[src/rtl/cyclic_mul_pkg.sv]
package cyclic_mul_pkg;

  typedef enum logic [1:0] {
    ST_IDLE  = 2'd0,
    ST_LOAD  = 2'd1,
    ST_FLUSH = 2'd2
  } encState_t;

  typedef struct packed {
    logic clear;    // wipe delay chain and output registers
    logic shift;    // advance the chain by one bit
    logic feedBit;  // bit entering the chain
    logic last;     // this shift produces the final code bit
  } encCtl_t;

endpackage

[src/rtl/cyclic_mul_ctrl.sv]
module cyclic_mul_ctrl
  import cyclic_mul_pkg::*;
#(
  parameter int DATA_BITS  = 4,
  parameter int GEN_DEGREE = 3
) (
  input  logic    clk,
  input  logic    rst,
  input  logic    start,
  input  logic    dataValid,
  input  logic    dataIn,
  output encCtl_t ctl
);

  localparam int MAX_COUNT = (DATA_BITS > GEN_DEGREE) ? DATA_BITS : GEN_DEGREE;
  localparam int CNT_W     = (MAX_COUNT > 1) ? $clog2(MAX_COUNT) : 1;
  localparam logic [CNT_W-1:0] LAST_DATA  = CNT_W'(DATA_BITS - 1);
  localparam logic [CNT_W-1:0] LAST_FLUSH = CNT_W'(GEN_DEGREE - 1);

  encState_t        state;
  logic [CNT_W-1:0] bitCnt;

  always_ff @(posedge clk) begin
    if (rst) begin
      state  <= ST_IDLE;
      bitCnt <= '0;
    end else if (start) begin
      state  <= ST_LOAD;
      bitCnt <= '0;
    end else begin
      unique case (state)
        ST_LOAD: begin
          if (dataValid) begin
            if (bitCnt == LAST_DATA) begin
              state  <= ST_FLUSH;
              bitCnt <= '0;
            end else begin
              bitCnt <= bitCnt + 1'b1;
            end
          end
        end
        ST_FLUSH: begin
          if (bitCnt == LAST_FLUSH) begin
            state  <= ST_IDLE;
            bitCnt <= '0;
          end else begin
            bitCnt <= bitCnt + 1'b1;
          end
        end
        default: begin
          state  <= ST_IDLE;
          bitCnt <= '0;
        end
      endcase
    end
  end

  always_comb begin
    ctl.clear   = start;
    ctl.shift   = !start && (((state == ST_LOAD) && dataValid) || (state == ST_FLUSH));
    ctl.feedBit = (state == ST_LOAD) ? dataIn : 1'b0;
    ctl.last    = (state == ST_FLUSH) && (bitCnt == LAST_FLUSH);
  end

  // the k-th accepted data bit moves the encoder into the flush phase
  p_flush_follows_load_r4 : assert property (@(posedge clk) disable iff (rst)
    (state == ST_LOAD && dataValid && !start && bitCnt == LAST_DATA) |=> (state == ST_FLUSH));

  // any start pulse lands in the loading phase with an empty count
  p_start_restarts_r7 : assert property (@(posedge clk) disable iff (rst)
    start |=> (state == ST_LOAD && bitCnt == '0));

  // with no start, the idle state is left alone whatever dataValid does
  p_idle_holds_r6 : assert property (@(posedge clk) disable iff (rst)
    (state == ST_IDLE && !start) |=> (state == ST_IDLE));

endmodule

[src/rtl/cyclic_mul_datapath.sv]
module cyclic_mul_datapath
  import cyclic_mul_pkg::*;
#(
  parameter int                  GEN_DEGREE = 3,
  parameter logic [GEN_DEGREE:0] GEN_POLY   = 4'b1101
) (
  input  logic    clk,
  input  logic    rst,
  input  encCtl_t ctl,
  output logic    codeOut,
  output logic    codeValid,
  output logic    done
);

  localparam int R = GEN_DEGREE;

  logic [R-1:0] hist;     // hist[i] = input bit from i+1 shifts ago
  logic [R:0]   tapTerm;
  logic         product;

  // Output bit: sum over j of g[R-j] * input(t-j)
  assign tapTerm[0] = GEN_POLY[R] & ctl.feedBit;
  for (genvar i = 1; i <= R; i++) begin : g_tap
    assign tapTerm[i] = GEN_POLY[R-i] & hist[i-1];
  end
  assign product = ^tapTerm;

  if (R == 1) begin : g_chain_one
    always_ff @(posedge clk) begin
      if (rst || ctl.clear) hist <= '0;
      else if (ctl.shift)   hist <= ctl.feedBit;
    end
  end else begin : g_chain_many
    always_ff @(posedge clk) begin
      if (rst || ctl.clear) hist <= '0;
      else if (ctl.shift)   hist <= {hist[R-2:0], ctl.feedBit};
    end
  end

  always_ff @(posedge clk) begin
    if (rst || ctl.clear) begin
      codeOut   <= 1'b0;
      codeValid <= 1'b0;
      done      <= 1'b0;
    end else begin
      codeValid <= ctl.shift;
      done      <= ctl.shift && ctl.last;
      if (ctl.shift) codeOut <= product;
    end
  end

  // a clear leaves an empty chain and no valid output
  p_clear_empties_r7 : assert property (@(posedge clk) disable iff (rst)
    ctl.clear |=> (hist == '0 && !codeValid && !done));

  // without a shift the partial product is held
  p_hold_without_shift_r9 : assert property (@(posedge clk) disable iff (rst)
    (!ctl.shift && !ctl.clear) |=> $stable(hist));

  // done only comes with a valid code bit
  p_done_with_valid_r5 : assert property (@(posedge clk) disable iff (rst)
    done |-> codeValid);

  // done lasts a single cycle
  p_done_single_r5 : assert property (@(posedge clk) disable iff (rst)
    done |=> !done);

endmodule

[src/rtl/cyclic_mul_encoder.sv]
module cyclic_mul_encoder
  import cyclic_mul_pkg::*;
#(
  parameter int                  DATA_BITS  = 4,
  parameter int                  GEN_DEGREE = 3,
  parameter logic [GEN_DEGREE:0] GEN_POLY   = 4'b1101
) (
  input  logic clk,
  input  logic rst,
  input  logic start,
  input  logic dataValid,
  input  logic dataIn,
  output logic codeValid,
  output logic codeOut,
  output logic done
);

  encCtl_t ctl;

  cyclic_mul_ctrl #(
    .DATA_BITS (DATA_BITS),
    .GEN_DEGREE(GEN_DEGREE)
  ) ctrl_i (
    .clk      (clk),
    .rst      (rst),
    .start    (start),
    .dataValid(dataValid),
    .dataIn   (dataIn),
    .ctl      (ctl)
  );

  cyclic_mul_datapath #(
    .GEN_DEGREE(GEN_DEGREE),
    .GEN_POLY  (GEN_POLY)
  ) dp_i (
    .clk      (clk),
    .rst      (rst),
    .ctl      (ctl),
    .codeOut  (codeOut),
    .codeValid(codeValid),
    .done     (done)
  );

  // a code bit appears only in the cycle after a shift strobe
  p_valid_needs_shift_r3 : assert property (@(posedge clk) disable iff (rst)
    !ctl.shift |=> !codeValid);

endmodule

[config.mk]
export PLATFORM = sky130hd
export DESIGN_NAME = cyclic_mul_encoder
export DESIGN_NICKNAME = d
export VERILOG_FILES = /design/src/rtl/cyclic_mul_pkg.sv /design/src/rtl/cyclic_mul_ctrl.sv /design/src/rtl/cyclic_mul_datapath.sv /design/src/rtl/cyclic_mul_encoder.sv
export SDC_FILE = /design/constraint.sdc
export NUM_CORES = 1
export LEC_CHECK = 0
export BUFFER_PORTS_ARGS = -buffer_cell sky130_fd_sc_hd__clkbuf_2
export CORE_AREA = 8 8 45 47
export DETAILED_ROUTE_END_ITERATION = 7
export DIE_AREA = 0 0 53 55
export GPL_TIMING_DRIVEN = 0
export MAX_ROUTING_LAYER = met4
export SLEW_MARGIN = 15
export SYNTH_ARGS = -nofsm -noshare
export SYNTH_HDL_FRONTEND = slang
export SYNTH_SLANG_ARGS = --single-unit
[constraint.sdc]
create_clock -name clk -period 2.1 [get_ports clk]
set_input_delay 0.105 -clock clk [delete_from_list [all_inputs] [get_ports clk]]
set_output_delay 0.105 -clock clk [all_outputs]
set_load 0.01 [all_outputs]
## After elaboration in Yosys (flattened, before gate mapping)

Index checks and enable logic that the tools add are counted.
Widths: inputs -> output; s select.

| operators by class | value |
|---|---|
| add/subtract/negate cells | 1 |
| eq/ne operators | 10 |
| mux-type cells | 10 |
| reductions and logical operators | 11 |

Operator list:

| cell | number |
|---|---|
| $mux 2 | 6 |
| $pmux 2 s2 | 2 |
| $eq 2x2->1 const B | 3 |
| $ne 3x3->1 const B | 2 |
| $reduce_and 3->1 | 2 |
| $logic_and 1x1->1 | 4 |
| $ne 2x2->1 const B | 2 |
| $reduce_xor 4->1 | 1 |
| $ne 3x2->1 const B | 1 |
| $add 2x1->2 const B | 1 |
| $eq 2x1->1 const B | 1 |
| $logic_or 1x1->1 | 2 |
| $mux 1 | 2 |
| $ne 2x1->1 const B | 1 |
| $reduce_or 2->1 | 1 |
| $logic_not 1->1 | 1 |

| word-level totals | value |
|---|---|
| flip-flop bits (word level) | 10 |
| bits of input ports | 5 |
| output and inout port bits | 3 |
| word-level logic and storage cells | 39 |

## Depth between registers and ports, before layout

| depth | value |
|---|---|
| depth in word-level cells | 5 |
| gate-level depth with buffers | 5 |
| gate-level depth less buffers | 5 |

## Cells and area by module

A second synthesis with hierarchy kept.

| second synthesis, totals | value |
|---|---|
| cell total of the unflattened synthesis | 55 |
| area, all modules | 559.3 um^2 |

By module, submodules not included:

| module | instances | cells an instance | area each (um^2) | sequential area each (um^2) |
|---|---|---|---|---|
| cyclic_mul_ctrl | 1 | 37 | 329.1 | 80.1 |
| cyclic_mul_datapath | 1 | 18 | 230.2 | 120.1 |

## Least setup slack after synthesis

No wires, ideal clock.

| path | value |
|---|---|
| path type | register -> register |
| start | register ctrl_i.state[1] |
| end | register ctrl_i.bitCnt[0] |
| setup time | 66 ps |
| data arrival time | 1273 ps |
| data required time | 2034 ps |
| slack | 761 ps |
| cell stages (with the launch flop) | 6 |
| buffers on the path | 0 |
| period minus slack after synthesis | 1339 ps |
| cells stage by stage | dfxtp_1 > inv_1 > ha_1 > or3b_1 > a211o_1 > a21oi_2 |

| between the ends | value |
|---|---|
| word-level cells in the longest chain between the ends | 2 |
| elaborated cells on any way between the ends | 4 |
| classes of those cells | eq/ne (3); mux (1) |

RTL lines:

| what | RTL line | source |
|---|---|---|
| start: declaration | cyclic_mul_ctrl.sv:20 | `encState_t state;` |
| start signal: assignment | cyclic_mul_ctrl.sv:25 | `state <= ST_IDLE;` |
| start signal: assignment | cyclic_mul_ctrl.sv:28 | `state <= ST_LOAD;` |
| start signal: assignment | cyclic_mul_ctrl.sv:35 | `state <= ST_FLUSH;` |
| $eq 2x2->1 / $eq 2x1->1 (equally long branches) | cyclic_mul_ctrl.sv:31 | `unique case (state)` |
| $pmux 2 s2 / $ne 2x2->1 (equally long branches) | - |  |
| end signal: assignment | cyclic_mul_ctrl.sv:38 | `bitCnt <= bitCnt + 1'b1;` |
| end signal: assignment | cyclic_mul_ctrl.sv:47 | `bitCnt <= bitCnt + 1'b1;` |
| end: declaration | cyclic_mul_ctrl.sv:21 | `logic [CNT_W-1:0] bitCnt;` |

Several ways; a longest one is shown, not always the timed one.
A chain may end at the register's enable or synchronous reset.

## Final worst setup path

| path | value |
|---|---|
| start | register ctrl_i.state[1] |
| end | register ctrl_i.bitCnt[1] |

The elaborated chain is that of the path after synthesis.

==> results.toml <==
[status]
status = "finished clean"

[detailed_routing]
detailedRoute.firstPassIterationCount = 4
wirelength_um = 1010
first_iteration_detailed_routing_drc_count = 3
routed_via_density = 4.81
detail_route.drc_violations = 0
route.detailed.wl_per_inst_um = 11.7
routed-via-count = 414
postRouteAntennaNets = 0

[logic_synthesis]
synth_nets = 73
yosys_register_bits = 10
synth.avg_cell_area_um2 = 9.15
ys_warn_count = 0
syn-cell-area_um2 = 549
synthesis.instances = 60
synth.lib_cells_used.distinct = 20
seq_area_frac_synth_pct = 36.4

[timing]
timing_max_transition_violations_final = 0
timing.slew.headroom_pct = 75.6
clock-skew-final_ns = 0.00515
grt_setup_unrepaired = "no"
timing.final.crit_share_pct = 71.9
worstMarginPinSlew_ns = 0.365
hold_viol = 0
time_the_final_worst_path_needs_with_i_o_delays_and_setup_ns = 1.51
setup_viol = 0
highest_attainable_clock_frequency_mhz = 663
tns_ns = 0

[placement]
io_buffers = 7
dp_cell_count = 83
final_weighted_congestion_in_routability_driven_placement = 0.742
dp_hpwl_um = 785

[cts]
cts-hold-fix-buffers = 0
numClockSinks = 10
htreeDepth = 1
numCtsBuffers = 3
tritoncts = "done"
clkTransAtPathRegs_ns = 0.06
clkLatencyLatePin_ns = 0.26
cts_root_buf = "sky130_fd_sc_hd__clkbuf_4"
cts-root-to-sink-buffers = 2
ctsResizeCount = 0
cts_setup_buffers = 0

[finish]
instances_no_fill = 86
layout.cells.most_common_list = "sky130_fd_sc_hd__dfxtp_1 (10), sky130_fd_sc_hd__ha_1 (8), sky130_fd_sc_hd__clkbuf_2 (7), sky130_fd_sc_hd__inv_1 (6)"
layout.cells.most_common = "sky130_fd_sc_hd__dfxtp_1"
nNetsFinal = 85
final_util_pct = 45.3
n_fill_cell = 144
n_antenna_cell = 0
post_route_cells_drive_above_1_share_pct = 20.0
area.growth.synth_to_final_pct = 14.1

[floorplanning]
floorplan.rows = 14
die_width_um = 53
fp.dieH_um = 55
core-area_um2 = 1380
floorplan.initialDensity_pct = 39.7
die_area_um2 = 2920
floorplan.io_pins = 8

[critical_path]
worst_ep_required_ns = 2.29
crit-reg2reg-capture = "ctrl_i.bitCnt[1]$_SDFFE_PP0P_"
worst_path_cell_chain = "inv_1 -> ha_1 -> nor2b_1 -> or3_1 -> a21oi_1"
cp.arrival_ns = 1.70
worst_r2r_path_depth = 5
timing.critical_path.max_delay_family = "simple AND/OR/NAND/NOR gates"
timing_startpoint_of_the_critical_path = "ctrl_i.state[1]$_SDFFE_PP0P_"
setup.worst_path.start_class = "flop"
worst-path-buf-inv = 1
highest_fanout_seen_on_the_critical_path = 6
cp-end-kind = "flop"
setup_slack_of_the_most_critical_reg_to_reg_path_ns = 0.59
crit_type = "reg -> reg"
critical_path.slowest_cell = "sky130_fd_sc_hd__dfxtp_1"
r2r-start = "ctrl_i.state[1]$_SDFFE_PP0P_"
cp_peak_stage_delay_ns = 0.37

[grt]
grt.total_usage_pct = 8.75
grt_max_degree = 8
grt_pass1_vias = 422
final_global_route_overflow_total = 0
grt_pass1_wl_um = 1790
antenna_violations_before_repair = 0

[power]
power_w = 0.000352
power_per_cell_area_nw_per_um2 = 562
max-vdd-ir-drop_mv = 0.286
total_leakage_power_nw = 0.279

[flow_run]
cap_violations = 0

[min_path]
min_path_type = "in -> reg"
hold_depth = 2
min_from = "rst"
min_to = "ctrl_i.state[0]$_SDFFE_PP0P_"
-- synth_stat cells --
master,count,area share [%]
sky130_fd_sc_hd__nand2_1,5,3.4
sky130_fd_sc_hd__a21oi_2,2,3.2
sky130_fd_sc_hd__a22oi_1,1,1.4
sky130_fd_sc_hd__or3b_1,1,1.6
sky130_fd_sc_hd__or2_2,2,2.3
sky130_fd_sc_hd__inv_1,6,4.1
sky130_fd_sc_hd__a211o_1,1,1.6
sky130_fd_sc_hd__o31ai_1,3,4.1
sky130_fd_sc_hd__dfxtp_1,10,36
sky130_fd_sc_hd__mux2i_1,2,3.6
sky130_fd_sc_hd__a21oi_1,3,2.7
sky130_fd_sc_hd__xnor2_1,2,3.2
sky130_fd_sc_hd__or3_1,1,1.1
sky130_fd_sc_hd__o311a_1,1,1.8
sky130_fd_sc_hd__nor2_1,4,2.7
sky130_fd_sc_hd__and3_1,1,1.1
sky130_fd_sc_hd__nor2b_1,5,5.7
sky130_fd_sc_hd__clkbuf_1,1,0.68
sky130_fd_sc_hd__nand3_1,1,0.91
sky130_fd_sc_hd__ha_1,8,18
-- layout make-up --
cell class	instances	area, um^2	share of cell area [%]
Inverter	6	22.5	3.59
Clock buffer	3	22.5	3.59
Timing Repair Buffer	7	35.0	5.59
Buffer	1	3.75	0.599
Multi-Input combinational cell	43	323	51.5
Tap cell	16	20.0	3.19
Sequential cell	10	200	31.9
-- report_power, final --
group / switching (W) / leakage, nW / internal [W] / total, W
clock network: 0.0000622 / 0.0138 / 0.0000661 / 0.000128
registers: 0.00000198 / 0.0809 / 0.000192 / 0.000194
logic: 0.0000171 / 0.184 / 0.0000129 / 0.0000300
total: 0.0000813 / 0.279 / 0.000271 / 0.000352
-- worst reg2reg max path: stages (launching register included) --
cell and delay [ns]:
sky130_fd_sc_hd__dfxtp_1 0.37, sky130_fd_sc_hd__inv_1 0.09, sky130_fd_sc_hd__ha_1 0.25, sky130_fd_sc_hd__nor2b_1 0.21, sky130_fd_sc_hd__or3_1 0.36, sky130_fd_sc_hd__a21oi_1 0.14
-- worst max path at each step --
stage,depth (start not counted),end,slack [ns]
CTS,5,ctrl_i.bitCnt[1]$_SDFFE_PP0P_,0.58
floorplan,5,ctrl_i.bitCnt[0]$_SDFFE_PP0P_,0.76
global placement,5,ctrl_i.bitCnt[1]$_SDFFE_PP0P_,0.63
detailed placement,5,ctrl_i.bitCnt[1]$_SDFFE_PP0P_,0.61
global route,5,dp_i.hist[1]$_SDFFE_PP0P_,0.47
finish,5,ctrl_i.bitCnt[1]$_SDFFE_PP0P_,0.59
-- through the flow --
step           instance area [um^2]  setup WS (ns)  hold slack [ns]
2_1_floorplan                   549          0.761            0.174
6_report                        627          0.591           0.0164
4_1_cts                         627          0.577          0.00952
3_5_place_dp                    604          0.613            0.292
5_1_grt                         627          0.473          0.00707
3_3_place_gp                    604          0.627            0.293
-- registers in the layout, indices dropped and copies added (netlist names) --
name / cells
ctrl_i.state: 2
ctrl_i.bitCnt: 2
dp_i.codeOut: 1
dp_i.done: 1
dp_i.codeValid: 1
dp_i.hist: 3
-- metal layers --
layer | global-route usage, % | vias to the layer above | routed length [um]
met5 | - | - | 0
li1 | - | 224 | -
met2 | 11.9 | 8 | 412
met4 | 5.17 | 0 | 21
met1 | 10.2 | 178 | 503
met3 | 4.01 | 4 | 73
-- cell families (layout without fill, tap and decap cells) --
| family | after synthesis | count (layout) | share of synthesized area [%] |
|---|---|---|---|
| AND/OR/NAND/NOR | 20 | 20 | 18.9 |
| AO/OA/AOI/OAI | 11 | 11 | 14.8 |
| flip-flops | 10 | 10 | 36.4 |
| adder cells (fa/ha/maj) | 8 | 8 | 18.2 |
| buffers and inverters | 7 | 17 | 4.78 |
| XOR/XNOR | 2 | 2 | 3.19 |
| multiplexers | 2 | 2 | 3.64 |
(Power assumes the default switching activity.)
